File: src/rtl/flashif_pkg.sv
package flashif_pkg;
  typedef enum logic [1:0] {
    CYC_IDLE     = 2'd0,
    CYC_READ     = 2'd1,
    CYC_WRITE    = 2'd2,
    CYC_CONFLICT = 2'd3
  } cyc_e;
endpackage

File: src/rtl/flashif_cycle_decode.sv
module flashif_cycle_decode
  import flashif_pkg::*;
(
  input  logic ce_n,
  input  logic oe_n,
  input  logic we_n,
  output cyc_e kind
);
  always_comb begin
    if (ce_n)                kind = CYC_IDLE;
    else if (!oe_n && !we_n) kind = CYC_CONFLICT;
    else if (!oe_n)          kind = CYC_READ;
    else if (!we_n)          kind = CYC_WRITE;
    else                     kind = CYC_IDLE;
  end
endmodule

File: src/rtl/flashif_sync.sv
module flashif_sync #(
  parameter int   STAGES  = 2,
  parameter logic RST_VAL = 1'b1
) (
  input  logic clk,
  input  logic rst_n,
  input  logic d,
  output logic q
);
  logic [STAGES-1:0] chain;

  always_ff @(posedge clk or negedge rst_n) begin
    if (!rst_n) chain[0] <= RST_VAL;
    else        chain[0] <= d;
  end

  for (genvar s = 1; s < STAGES; s++) begin : g_stage
    always_ff @(posedge clk or negedge rst_n) begin
      if (!rst_n) chain[s] <= RST_VAL;
      else        chain[s] <= chain[s-1];
    end
  end

  assign q = chain[STAGES-1];
endmodule

File: src/rtl/flashif_wr_capture.sv
module flashif_wr_capture #(
  parameter int AW = 20,
  parameter int DW = 16
) (
  input  logic          clk,
  input  logic          rst_n,
  input  logic          strobe_q,
  input  logic          oe_q,
  input  logic          wide,
  input  logic [AW-1:0] addr,
  input  logic [DW-1:0] dq_in,
  input  logic          wr_ready,
  output logic          wr_valid,
  output logic [AW:0]   wr_addr,
  output logic [DW-1:0] wr_data,
  output logic          wr_word
);
  localparam int HALF = DW / 2;

  logic strobe_d;
  logic rise;
  logic take;
  logic lsb;

  always_ff @(posedge clk or negedge rst_n) begin
    if (!rst_n) strobe_d <= 1'b1;
    else        strobe_d <= strobe_q;
  end

  assign rise = strobe_q & ~strobe_d;
  assign take = rise & oe_q & ~wr_valid;
  assign lsb  = wide ? 1'b0 : dq_in[DW-1];

  always_ff @(posedge clk or negedge rst_n) begin
    if (!rst_n) begin
      wr_valid <= 1'b0;
      wr_addr  <= '0;
      wr_data  <= '0;
      wr_word  <= 1'b0;
    end else if (take) begin
      wr_valid <= 1'b1;
      wr_addr  <= {addr, lsb};
      wr_word  <= wide;
      wr_data  <= wide ? dq_in : {{(DW-HALF){1'b0}}, dq_in[HALF-1:0]};
    end else if (wr_valid && wr_ready) begin
      wr_valid <= 1'b0;
    end
  end
endmodule

File: src/rtl/flashif_rd_drive.sv
module flashif_rd_drive
  import flashif_pkg::*;
#(
  parameter int DW = 16
) (
  input  cyc_e          kind,
  input  logic          wide,
  input  logic          lane_hi,
  input  logic [DW-1:0] rd_data,
  output logic [DW-1:0] dq_out,
  output logic [DW-1:0] dq_oe
);
  localparam int HALF = DW / 2;

  logic reading;
  assign reading = (kind == CYC_READ);

  for (genvar i = 0; i < DW; i++) begin : g_oe
    if (i < HALF) begin : g_low
      assign dq_oe[i] = reading;
    end else begin : g_high
      assign dq_oe[i] = reading & wide;
    end
  end

  always_comb begin
    if (wide)         dq_out = rd_data;
    else if (lane_hi) dq_out = {{(DW-HALF){1'b0}}, rd_data[DW-1:HALF]};
    else              dq_out = {{(DW-HALF){1'b0}}, rd_data[HALF-1:0]};
  end
endmodule

File: src/rtl/flashif_bus.sv
module flashif_bus
  import flashif_pkg::*;
#(
  parameter int AW = 20,
  parameter int DW = 16
) (
  input  logic          clk,
  input  logic          rst_n,
  input  logic          ce_n,
  input  logic          oe_n,
  input  logic          we_n,
  input  logic          wide,
  input  logic [AW-1:0] addr,
  input  logic [DW-1:0] dq_in,
  output logic [DW-1:0] dq_out,
  output logic [DW-1:0] dq_oe,
  output logic [1:0]    cyc_kind,
  output logic [AW:0]   rd_addr,
  input  logic [DW-1:0] rd_data,
  output logic          wr_valid,
  input  logic          wr_ready,
  output logic [AW:0]   wr_addr,
  output logic [DW-1:0] wr_data,
  output logic          wr_word
);
  cyc_e kind;
  logic lane_hi;
  logic strobe_q;
  logic oe_q;

  assign lane_hi  = ~wide & dq_in[DW-1];
  assign rd_addr  = {addr, lane_hi};
  assign cyc_kind = kind;

  flashif_cycle_decode u_dec (
    .ce_n (ce_n),
    .oe_n (oe_n),
    .we_n (we_n),
    .kind (kind)
  );

  flashif_sync #(.STAGES(2), .RST_VAL(1'b1)) u_sync_strobe (
    .clk   (clk),
    .rst_n (rst_n),
    .d     (ce_n | we_n),
    .q     (strobe_q)
  );

  flashif_sync #(.STAGES(2), .RST_VAL(1'b1)) u_sync_oe (
    .clk   (clk),
    .rst_n (rst_n),
    .d     (oe_n),
    .q     (oe_q)
  );

  flashif_wr_capture #(.AW(AW), .DW(DW)) u_cap (
    .clk      (clk),
    .rst_n    (rst_n),
    .strobe_q (strobe_q),
    .oe_q     (oe_q),
    .wide     (wide),
    .addr     (addr),
    .dq_in    (dq_in),
    .wr_ready (wr_ready),
    .wr_valid (wr_valid),
    .wr_addr  (wr_addr),
    .wr_data  (wr_data),
    .wr_word  (wr_word)
  );

  flashif_rd_drive #(.DW(DW)) u_rd (
    .kind    (kind),
    .wide    (wide),
    .lane_hi (lane_hi),
    .rd_data (rd_data),
    .dq_out  (dq_out),
    .dq_oe   (dq_oe)
  );
endmodule

File: config.mk
export PLATFORM = sky130hd
export DESIGN_NAME = flashif_bus
export DESIGN_NICKNAME = d
export VERILOG_FILES = /design/src/rtl/flashif_pkg.sv /design/src/rtl/flashif_cycle_decode.sv /design/src/rtl/flashif_sync.sv /design/src/rtl/flashif_wr_capture.sv /design/src/rtl/flashif_rd_drive.sv /design/src/rtl/flashif_bus.sv
export SDC_FILE = /design/constraint.sdc
export NUM_CORES = 1
export LEC_CHECK = 0
export BUFFER_PORTS_ARGS = -buffer_cell sky130_fd_sc_hd__buf_2
export CORE_AREA = 5 5 67 93
export CTS_CLUSTER_SIZE = 28
export DETAILED_ROUTE_END_ITERATION = 10
export DIE_AREA = 0 0 72 98
export PLACE_DENSITY = 0.87
export SYNTH_ARGS = -nofsm -noshare
export SYNTH_HDL_FRONTEND = slang
export SYNTH_SLANG_ARGS = --single-unit
File: constraint.sdc
create_clock -name clk -period 2.31 [get_ports clk]
set_clock_uncertainty 0.05 [all_clocks]
set_input_delay 0.462 -clock clk [delete_from_list [all_inputs] [get_ports clk]]
set_output_delay 0.462 -clock clk [all_outputs]
set_load 0.03 [all_outputs]
# [After elaboration in Yosys (flattened, before gate mapping)]
# Cells that the tools add are included.
[word_totals] ff_bits=44
[classes] n_eq_ne=1 n_mux=10 bitwise=9 reduce_logical=5
[ops] cell="2-to-1 mux 16 bit" count=2
[ops] cell="2-to-1 mux 2 bit" count=4
[ops] cell="2-to-1 mux 8 bit" count=1
[ops] cell="AND 1 bit" count=5
[ops] cell="2-to-1 mux 1 bit" count=3
[ops] cell="inverter 1 bit" count=3
[ops] cell="== test 2 x 1 -> 1 bit, second input constant" count=1
[ops] cell="logical AND 1 bit" count=2
[ops] cell="logical NOT 1 bit" count=2
[ops] cell="nonzero test 2 bit" count=1
[ops] cell="OR 1 bit" count=1

# [Logic depth before layout (Yosys ltp)]
# Gate-level depths: netlist of the first run.
[logic_depth] depth_word=6 ltp_mapped=4 depth_no_buf=2

# [Cells and area by module]
# From an unflattened synthesis of the first run, not the netlist that was laid out.
[hier_totals] cells_unflattened=167 area_unflattened_um2=2177.1
[modules_own_cells] mod="flashif_wr_capture" instances=1 cells_each=103 area_per_inst_um2=1562.7
[modules_own_cells] mod="flashif_rd_drive" instances=1 cells_each=35 area_per_inst_um2=331.6
[modules_own_cells] mod="flashif_bus" instances=1 cells_each=23 area_per_inst_um2=170.2
[modules_own_cells] mod="flashif_sync" instances=2 cells_each=2 area_per_inst_um2=52.6
[modules_own_cells] mod="flashif_cycle_decode" instances=1 cells_each=2 area_per_inst_um2=7.5

# [Worst setup path after synthesis of the first run]
# OpenSTA, ideal clock, no wires.
[synth_path] kind="input to output" startpoint="input port oe_n" endpoint="output port dq_oe[10]" t_arrival_ps=1791 required_time_ps=1798 setup_slack_ps=7 path_stages=3 path_cell_list="nor3b_1 > and2_1 > buf_4"
[synth_via] elab_chain_cells=6 elab_cells_between_ends=7 classes_between="1 x eq/ne; 3 x mux; 1 x bitwise; 2 x reduce/logical"
[synth_lines] item="start, declared" line_no="flashif_bus.sv:10" source="input logic oe_n,"
[synth_lines] item="logical NOT 1 bit"
[synth_lines] item="logical AND 1 bit" line_no="flashif_cycle_decode.sv:11" source="else if (!oe_n && !we_n) kind = CYC_CONFLICT;"
[synth_lines] item="2-to-1 mux 2 bit (*)" line_no="flashif_cycle_decode.sv:11"
[synth_lines] item="2-to-1 mux 2 bit (*)" line_no="flashif_cycle_decode.sv:10" source="if (ce_n) kind = CYC_IDLE;"
[synth_lines] item="== test 2 x 1 -> 1 bit (*)" line_no="flashif_rd_drive.sv:16" source="assign reading = (kind == CYC_READ);"
[synth_lines] item="AND 1 bit (*)"
[synth_lines] item="end, declared" line_no="flashif_bus.sv:16" source="output logic [DW-1:0] dq_oe,"
# Every way passes the cells marked *; elsewhere a longest branch is shown, timed or not.

# [Final worst setup path of the first run]
[layout_path] startpoint="input port wide" endpoint="output port dq_out[4]"
[layout_via] elab_chain_cells=4
[layout_lines] item="start, declared" line_no="flashif_bus.sv:12" source="input logic wide,"
[layout_lines] item="inverter 1 bit" line_no="flashif_bus.sv:31" source="assign lane_hi = ~wide & dq_in[DW-1];"
[layout_lines] item="AND 1 bit" line_no="flashif_bus.sv:31"
[layout_lines] item="2-to-1 mux 8 bit" line_no="flashif_rd_drive.sv:28" source="else if (lane_hi) dq_out = {{(DW-HALF){1'b0}}, rd_data[DW-1:HALF]};"
[layout_lines] item="2-to-1 mux 16 bit (*)" line_no="flashif_rd_drive.sv:27" source="if (wide) dq_out = rd_data;"
[layout_lines] item="end, declared" line_no="flashif_bus.sv:15" source="output logic [DW-1:0] dq_out,"
# Marked as above.

==> results of run 1 <==
==> worst paths after layout <==
check,startpoint,end,depth (start not counted),slack (ns)
max,wide,dq_out[4],5,0.41
min in group asynchronous,rst_n,u_cap.wr_addr[12],1,0.27
max in group asynchronous,rst_n,u_cap.wr_addr[10],1,1.36
max reg2reg,u_sync_strobe.q,u_cap.wr_data[12],3,0.55
min,oe_n,u_sync_oe.chain[0],1,0.24
min reg2reg,u_sync_strobe.chain[0],u_sync_strobe.q,0,0.31
==> layout by cell type (no fill, tap or decap) <==
cell type and instances:
mux2_4 1, nor2_1 2, a21o_1 1, and2_1 9, clkbuf_8 6, mux2_1 25, mux2_2 12, dfrtp_1 39
buf_2 152, inv_1 10, nand2_1 8, nor2b_1 1, clkinv_2 2, nor3b_1 1, buf_4 4, mux2i_1 8
dfstp_2 5, and4bb_4 1
==> power by group through the flow <==
| stage | logic, mW | registers (mW) | clock network, mW |
|---|---|---|---|
| 6_report | 0.928 | 1.02 | 0.474 |
| 5_1_grt | 0.987 | 1.04 | 0.531 |
| 4_1_cts | 0.945 | 1.02 | 0.502 |
| 3_5_place_dp | 0.945 | 1.04 | 0 |
| 3_3_place_gp | 0.925 | 1.02 | 0 |
| 2_1_floorplan | 0.312 | 1.37 | 0 |
==> Yosys cell counts <==
cell type,instances,share of area [%]
a21o_1,1,0.36
and2_1,9,2.7
and4bb_4,1,0.77
buf_2,2,0.47
buf_4,38,13
buf_6,1,0.53
buf_8,1,0.71
clkbuf_1,1,0.18
dfrtp_1,39,46
dfstp_2,5,6.2
inv_1,10,1.8
mux2_1,25,13
mux2_2,12,6.4
mux2_4,1,0.71
mux2i_1,8,3.8
nand2_1,8,1.4
nor2_1,2,0.36
nor2b_1,1,0.30
nor3b_1,1,0.36
==> registers in the layout, indices dropped and copies added (netlist names) <==
register	count
u_cap.wr_word	1
u_sync_strobe.q	1
u_cap.wr_data	16
u_sync_oe.chain	1
u_cap.wr_addr	21
u_sync_strobe.chain	1
u_cap.strobe_d	1
u_sync_oe.q	1
u_cap.wr_valid	1
==> layer usage <==
metal,vias up,track usage (%)
li1,744,-
met1,742,13.7
met2,107,25.6
met3,7,3.71
met4,0,4.63
met5,-,0
==> layout make-up <==
type	instances	area [µm²]
Timing Repair Buffer	156	791
Sequential cell	44	1110
Clock inverter	2	10.0
Inverter	10	37.5
Multi-Input combinational cell	69	643
Tap cell	68	85.1
Fill cell	495	2610
Clock buffer	6	82.6
==> logic make-up after synthesis <==
| family | after synthesis |
|---|---|
| and+or+nand+nor | 22 |
| muxes | 46 |
| buffers and inverters | 53 |
| DFF | 44 |
| AOI/OAI and AO/OA | 1 |
==> critical path, stage by stage <==
cell and delay (ns):
buf_2 0.11, nor2b_1 0.11, buf_4 0.18, mux2_2 0.34, buf_2 0.18
==> impl_metrics.tcl, run 1 <==
set metrics [dict create \
    worst_slack_ns 0.411 \
    clock-sinks 44 \
    coreArea_um2 5370 \
    clock_latency_ns 0.28 \
    drt.antenna.violating_nets 0 \
    status "complete, no violations" \
    avgRoutedWirePerCell_um 13.4 \
    setup_tns_ns 0 \
    die_w_um 72 \
    finalCritPeriodShare_pct 82.2 \
    ctsResizeCount 0 \
    overflow 0 \
    crit_type "input port to output port" \
    rsz0062_at_grt "no" \
    syn_avg_cell_area_um2 12.7 \
    startpoint_type "input port" \
    drive_gt1_share_pct 63.8 \
    cts_hold_buf 0 \
    hold_viol_final 0 \
    antenna_cells 0 \
    setup_viol 0 \
    initial_utilization_pct 39.4 \
    cts_tree "done" \
    tightest_slew_ns 0.936 \
    antenna_found_initial 0 \
    firstDrtPassIters 4 \
    p_sw_uw 946 \
    synth_compound_area_share_pct 0.355 \
    rows 32 \
    drv_cap 0 \
    wl_met2_mm 2.46 \
    synth.cell_area_um2 2110 \
    power.share.switching_pct 39.1 \
    design_area_um2 2760 \
    topRoutingLayerUsed "met4" \
    grt_usage_pct 13.5 \
    nets 345 \
    cp-end-kind "output port" \
    place_ws_ns 0.399 \
    routed_wl_mm 4.74 \
    cp.arrival_ns 1.39 \
    post_dp_cell_area_um2 2660 \
    crit_path_max_fanout 10 \
    slew_headroom_pct 37.6 \
    synth_top_family_by_area "multiplexers" \
    ys_types 19 \
    num_vias 1600 \
    yosys.area_share.simple_pct 5.86 \
    grt_max_degree 45 \
    power_frac_clock_pct 19.6 \
    numCtsBuffers 5 \
    post_cts_buffers 0 \
    pwr-share-comb_pct 38.3 \
    syn_inst 166 \
    synth_xor_area_share_pct 0 \
    drt-met1-wl_mm 1.70 \
    io_buffers 152 \
    power_frac_seq_pct 42.1 \
    ys_seq_elements 44 \
    fin_hold_ws_ns 0.242 \
    crit_required_ns 1.80 \
    die_y_um 98 \
    p_per_area_nw_per_um2 879 \
    post-route-util_pct 51.4 \
    grt_pass1_wl_mm 7.67 \
    cts_buffer_depth 2 \
    gp_congestion 0.711 \
    muxShareOfSynthArea_pct 24.2 \
    fin_total_pwr_mw 2.42 \
    max-vdd-ir-drop_mv 0.308 \
    syn-num-nets 225 \
    h-tree-depth 2 \
    hp-class "input port to register" \
    path_clk_slew_ns 0.08 \
    drtIter0Drc 41 \
    ioPinCount 153 \
    synth.yosys.seq_area_share_pct 52.4 \
    p_leak_nw 1.51 \
    dp.cells 347 \
    via_per_inst 4.51 \
    grt_pass1_vias 1747 \
    p_int_mw 1.48 \
    root_buffer "clkbuf_8" \
    wl_met3_um 506 \
    slew_violations 0 \
    stdcell_count 355 \
    hpwl_mm 3.91 \
    dieArea_um2 7060 \
    fmax_mhz 527 \
    syn_to_final_growth_pct 30.4 \
    ys_warn_count 0 \
    synthAdderAreaFrac_pct 0 \
    period_needed_ns 1.90 \
    drc 0 \
]
Note: power is estimated with default switching activity, not from simulation.
==> inputs of run 2 (changes only) <==
- ABC_AREA: default -> 1
- CORE_AREA: 5 5 67 93 -> 5 5 72 100
- DIE_AREA: 0 0 72 98 -> 0 0 77 105
- PLACE_DENSITY: 0.87 -> 0.83
- clock period: 2.31 -> 1.55 ns (I/O delays scaled with it)
==> run 2 against run 1 <==
Core utilization shrank 3.4 points. Non-clock buffer count grew 7. Design area grew 7.4%. Setup slack lost 0.32 ns. Largest cell class unchanged.
==> impl_metrics.tcl, run 2 <==
set metrics [dict create \
    via_per_inst 4.43 \
    yosysTopAreaCell "dfrtp_1" \
    synth_common_cells "119 x nand2_1, 44 x buf_4, 39 x dfrtp_1" \
    clock-sinks 44 \
    period_needed_ns 1.46 \
    cts_buffer_depth 2 \
    rows 34 \
    clock_latency_ns 0.28 \
    ys_types 13 \
    ys_warn_count 0 \
    firstDrtPassIters 4 \
    grt_pass1_wl_mm 9.66 \
    post_cts_buffers 0 \
    hp-class "input port to register" \
    routed_wl_mm 5.81 \
    synth.yosys.seq_area_share_pct 49.2 \
    slew_headroom_pct 71.1 \
    yosysMostFrequentCell "nand2_1" \
    syn_to_final_growth_pct 31.5 \
    initial_utilization_pct 36.5 \
    final_cell_mix "152 x buf_2, 119 x nand2_1, 39 x dfrtp_1" \
    hpwl_mm 4.45 \
    antenna_cells 0 \
    grt_usage_pct 14.2 \
    io_buffers 152 \
    post-route-util_pct 48.0 \
    avgRoutedWirePerCell_um 12.2 \
    die_y_um 105 \
    crit_required_ns 1.19 \
    startpoint_type "input port" \
    status "complete, no violations" \
    fmax_mhz 684 \
    num_vias 2109 \
    grt_pass1_vias 2130 \
    crit_path_max_fanout 8 \
    p_per_area_nw_per_um2 1260 \
    finalCritPeriodShare_pct 94.3 \
    synth.cell_area_um2 2250 \
    h-tree-depth 2 \
    overflow 0 \
    max-vdd-ir-drop_mv 0.576 \
    ioPinCount 153 \
    nets 462 \
    coreArea_um2 6170 \
    drv_cap 0 \
    cp-end-kind "output port" \
    largest_reg_flops 21 \
    top_register "u_cap.wr_addr" \
    dieArea_um2 8090 \
    hold_viol_final 0 \
    slew_violations 0 \
    cts_tree "done" \
    crit_type "input port to output port" \
    drc 0 \
    tightest_slew_ns 0.434 \
    post_dp_cell_area_um2 2840 \
    drtIter0Drc 67 \
    setup_viol 0 \
    die_w_um 77 \
    rrSetupSlack_ns 0.21 \
    grt_max_degree 39 \
    async_flop_share_pct 100 \
    path_clk_slew_ns 0.08 \
    yosys-top-cells-area "dfrtp_1 43%, nand2_1 20%, buf_4 15%" \
    syn-num-nets 343 \
    fin_hold_ws_ns 0.0784 \
    cp.arrival_ns 1.10 \
    drive_gt1_share_pct 44.8 \
    antenna_found_initial 0 \
    final_common_cell "buf_2" \
    numCtsBuffers 5 \
    synth_top_area_share_pct 43.3 \
    rsz0062_at_grt "no" \
    drt.antenna.violating_nets 0 \
    largestRegisters "u_cap.wr_addr x21, u_cap.wr_data x16" \
    syn_inst 284 \
    p_leak_nw 1.91 \
    gp_congestion 0.721 \
    synth_flop_cell "dfrtp_1" \
    syn_avg_cell_area_um2 7.93 \
    design_area_um2 2960 \
    root_buffer "clkbuf_8" \
    synth_edf_count 0 \
    ys_seq_elements 44 \
]
[run 2: changes by cell type after synthesis, moves of 3 or more]
cell,previous run,this run
nand3_1,0,38
buf_2,2,5
mux2_1,25,0
and2_1,9,0
inv_1,10,25
mux2_2,12,0
buf_4,38,44
mux2i_1,8,0
nand2_1,8,119
[run 2: final timing paths]
path / from / end / cells past startpoint
min in group asynchronous: rst_n / u_cap.wr_addr[7] / 2
worst min-delay path: oe_n / u_sync_oe.chain[0] / 1
worst max register to register: u_sync_strobe.q / u_cap.wr_addr[6] / 5
worst min register to register: u_sync_oe.chain[0] / u_sync_oe.q / 0
worst max-delay path: wide / dq_out[5] / 6
max in group asynchronous: rst_n / u_cap.wr_data[6] / 3
[run 2: cell type report]
type	count	area (µm²)
clock inverter	2	35.0
tap	72	90.1
timing repair buffer	163	871
multi-input combinational	163	686
clock buffer	6	72.6
inverter	26	100
sequential	44	1110
fill	585	3210
[run 2: report_power, final]
group,leakage (nW),switching (mW),internal [mW],total [mW]
Clock,0.0552,0.372,0.478,0.850
Combinational,1.32,0.999,0.392,1.39
Sequential,0.535,0.117,1.39,1.50
Total,1.91,1.49,2.26,3.75
[run 2: per-stage QoR]
step | power (mW) | instances | TNS [ns] | setup WS [ns]
6_report | 3.75 | 476 | 0 | 0.0887
5_1_grt | 3.97 | 476 | 0 | 0.0184
4_1_cts | 3.81 | 476 | 0 | 0.0491
2_1_floorplan | 2.50 | 284 | -0.949 | -0.136
3_5_place_dp | 2.93 | 467 | 0 | 0.0561
3_3_place_gp | 2.90 | 467 | 0 | 0.0810
[run 2: what timing repair did]
item	4_1_cts	5_1_grt
resized for setup	0	3
setup endpoints to repair	0	16
hold buffers	1	0
endpoints found under the hold margin	10	0
[run 2: critical path, stage by stage]
cell and delay, ns:
buf_2 0.12, nor2_2 0.18, buf_4 0.18, nand2_1 0.05, nand2_1 0.06, buf_2 0.19
[run 2: kinds of logic after synthesis]
group | Yosys count | share of synthesized area (%)
compound gates | 1 | 0.222
simple gates | 162 | 29.5
buf+inv | 77 | 21.1
flops | 44 | 49.2
[run 2: metal layers]
metal / wire, µm / share of wire [%] / vias up / global-route usage (%)
met5: 0 / 0 / - / 0
li1: - / - / 1058 / -
met4: 89 / 1.5 / 0 / 3.81
met3: 508 / 8.7 / 7 / 3.36
met1: 2320 / 40 / 942 / 17.0
met2: 2890 / 50 / 102 / 25.2
==> inputs of run 3 (changes only) <==
- ABC_AREA: 1 -> 0
- CORE_AREA: 5 5 72 100 -> 5 5 70 98
- CTS_BUF_LIST: default -> sky130_fd_sc_hd__clkbuf_16
- DIE_AREA: 0 0 77 105 -> 0 0 75 103
==> run 3 against run 2 <==
Design area rose by 2.3%. Clock power up 34%. Count of clock-buffer cells in the layout decreased by 1. Wire length decreased by 15%. First-iteration DRC count shrank 52%. Setup slack lost 0.044 ns. Worst hold slack gained 0.036 ns. Register-to-register slack got worse by 0.15 ns. Combinational power increased by 4%. Critical path depth decreased by 1. Sequential share of layout area decreased by 0.79 points. Cell count fell by 23%.
==> impl_metrics.tcl, run 3 (same netlist as run 1, synthesis figures left out) <==
set metrics [dict create \
    top_register "u_cap.wr_addr" \
    grt_usage_pct 12.5 \
    drive_gt1_share_pct 66.0 \
    largest_reg_flops 21 \
    largestRegisters "u_cap.wr_addr x21, u_cap.wr_data x16" \
    final_common_cell "buf_2" \
    period_needed_ns 1.50 \
    rsz0062_at_grt "yes" \
    crit_type "input port to output port" \
    die_y_um 103 \
    drc 0 \
    p_int_mw 2.65 \
    rows 34 \
    crit_required_ns 1.19 \
    grt_pass1_vias 1661 \
    hold_viol_final 0 \
    tightest_slew_ns 0.368 \
    final_cell_mix "142 x buf_2, 38 x dfrtp_1, 23 x mux2_1" \
    status "complete, no violations" \
    fmax_mhz 664 \
    nets 352 \
    grt_max_degree 20 \
    hp-class "input port to register" \
    avgRoutedWirePerCell_um 13.5 \
    p_leak_nw 1.64 \
    crit_path_top_delay_cell "mux2_2" \
    root_buffer "clkbuf_16" \
    numCtsBuffers 5 \
    fin_hold_ws_ns 0.114 \
    routed_wl_mm 4.93 \
    setup_viol 0 \
    seqCellArea_um2 1110 \
    cp-end-kind "output port" \
    startpoint_type "input port" \
    drv_cap 0 \
    h-tree-depth 2 \
    drtIter0Drc 32 \
    multi_input_area_um2 684 \
    worst_slack_ns 0.0451 \
    cp.arrival_ns 1.14 \
    cp_common_cell "buf_6" \
    cts_buffer_depth 2 \
    path_cells "buf_6 > nor2b_4 > buf_6 > mux2_2 > buf_6" \
    grt_pass1_wl_mm 7.40 \
    coreArea_um2 6000 \
    power_frac_seq_pct 36.9 \
    pwr-share-comb_pct 35.3 \
    initial_utilization_pct 35.2 \
    die_w_um 75 \
    max-vdd-ir-drop_mv 0.448 \
    path_clk_slew_ns 0.06 \
    dp.cells 355 \
    n_fill_cell 542 \
    crit_path_max_fanout 5 \
    num_vias 1632 \
    overflow 0 \
    fin_total_pwr_mw 4.11 \
    hpwl_mm 3.88 \
    place_ws_ns -0.0453 \
    dieArea_um2 7730 \
    syn_to_final_growth_pct 43.3 \
    clock_latency_ns 0.27 \
    gp_congestion 0.710 \
    io_buffers 152 \
    p_sw_mw 1.46 \
    slew_headroom_pct 75.4 \
    via_per_inst 4.46 \
    firstDrtPassIters 2 \
    antenna_cells 0 \
    slew_violations 0 \
    power_frac_clock_pct 27.8 \
    design_area_um2 3030 \
    antenna_found_initial 0 \
    p_per_area_nw_per_um2 1360 \
    clock-sinks 44 \
    stdcell_count 366 \
    post_dp_cell_area_um2 2730 \
    power.share.switching_pct 35.5 \
    cts_tree "done" \
    ioPinCount 153 \
    slowest_delay_ns 0.33 \
    drt.antenna.violating_nets 0 \
    finalCritPeriodShare_pct 97.1 \
]
run 3: cell count changes in the layout (fill, tap and decap cells not counted), sizes merged, moves of 2 or more:
cell,before,now
and2,0,9
mux2,0,38
mux2i,0,8
nand3,38,0
nand2,119,8
inv,26,11
nor2,4,2
run 3: final cells by class:
class | count | share of cell area (%)
Tap cell | 72 | 2.97
Clock inverter | 3 | 1.28
Sequential cell | 44 | 36.6
Timing Repair Buffer | 163 | 31.2
Clock buffer | 5 | 4.13
Multi-Input combinational cell | 69 | 22.6
Inverter | 10 | 1.24
run 3: critical path: cells and delay by family:
kind	cells	cell delay (ns)
buf+inv	3	0.37
mux	1	0.33
simple gates	1	0.13
run 3: repair_timing:
action                                  in CTS  in global routing
cloned                                       1                  0
gates resized for setup                     22                 11
endpoints found under the hold margin       10                  0
endpoints found under the setup margin       8                 15
buffers inserted                             1                  0
hold buffers                                 1                  0
run 3: power by group through the flow:
stage | Clock (mW) | Sequential [mW] | Combinational (mW)
final | 1.14 | 1.52 | 1.45
after global routing | 1.24 | 1.55 | 1.54
after CTS | 1.19 | 1.52 | 1.45
after detailed placement | 0 | 1.54 | 1.42
after global placement | 0 | 1.53 | 1.39
after floorplan | 0 | 2.04 | 0.467
run 3: through the flow:
stage          utilization (%)  setup TNS, ns
4_1_cts                   49.8        -0.0236
2_1_floorplan                -              0
3_3_place_gp              45.6         -0.310
5_1_grt                   50.5        -0.0228
6_report                  50.5              0
3_5_place_dp              45.6         -0.336
run 3: worst paths after layout:
| kind | slack [ns] | to | from | cells past startpoint |
|---|---|---|---|---|
| max in group asynchronous | 0.44 | u_cap.wr_addr[1] | rst_n | 3 |
| worst min-delay path | 0.11 | u_sync_oe.chain[0] | oe_n | 1 |
| worst max-delay path | 0.05 | dq_out[4] | wide | 5 |
| worst min register to register | 0.31 | u_sync_oe.q | u_sync_oe.chain[0] | 0 |
| worst max register to register | 0.06 | u_cap.wr_data[3] | u_sync_strobe.q | 3 |
| min in group asynchronous | 0.44 | u_cap.wr_addr[13] | rst_n | 2 |
run 3: routing by layer:
metal / global-route usage (%) / wire (µm)
met2: 23.8 / 2670
met3: 2.44 / 543
met4: 5.34 / 82
met5: 0 / 0
met1: 12.9 / 1630
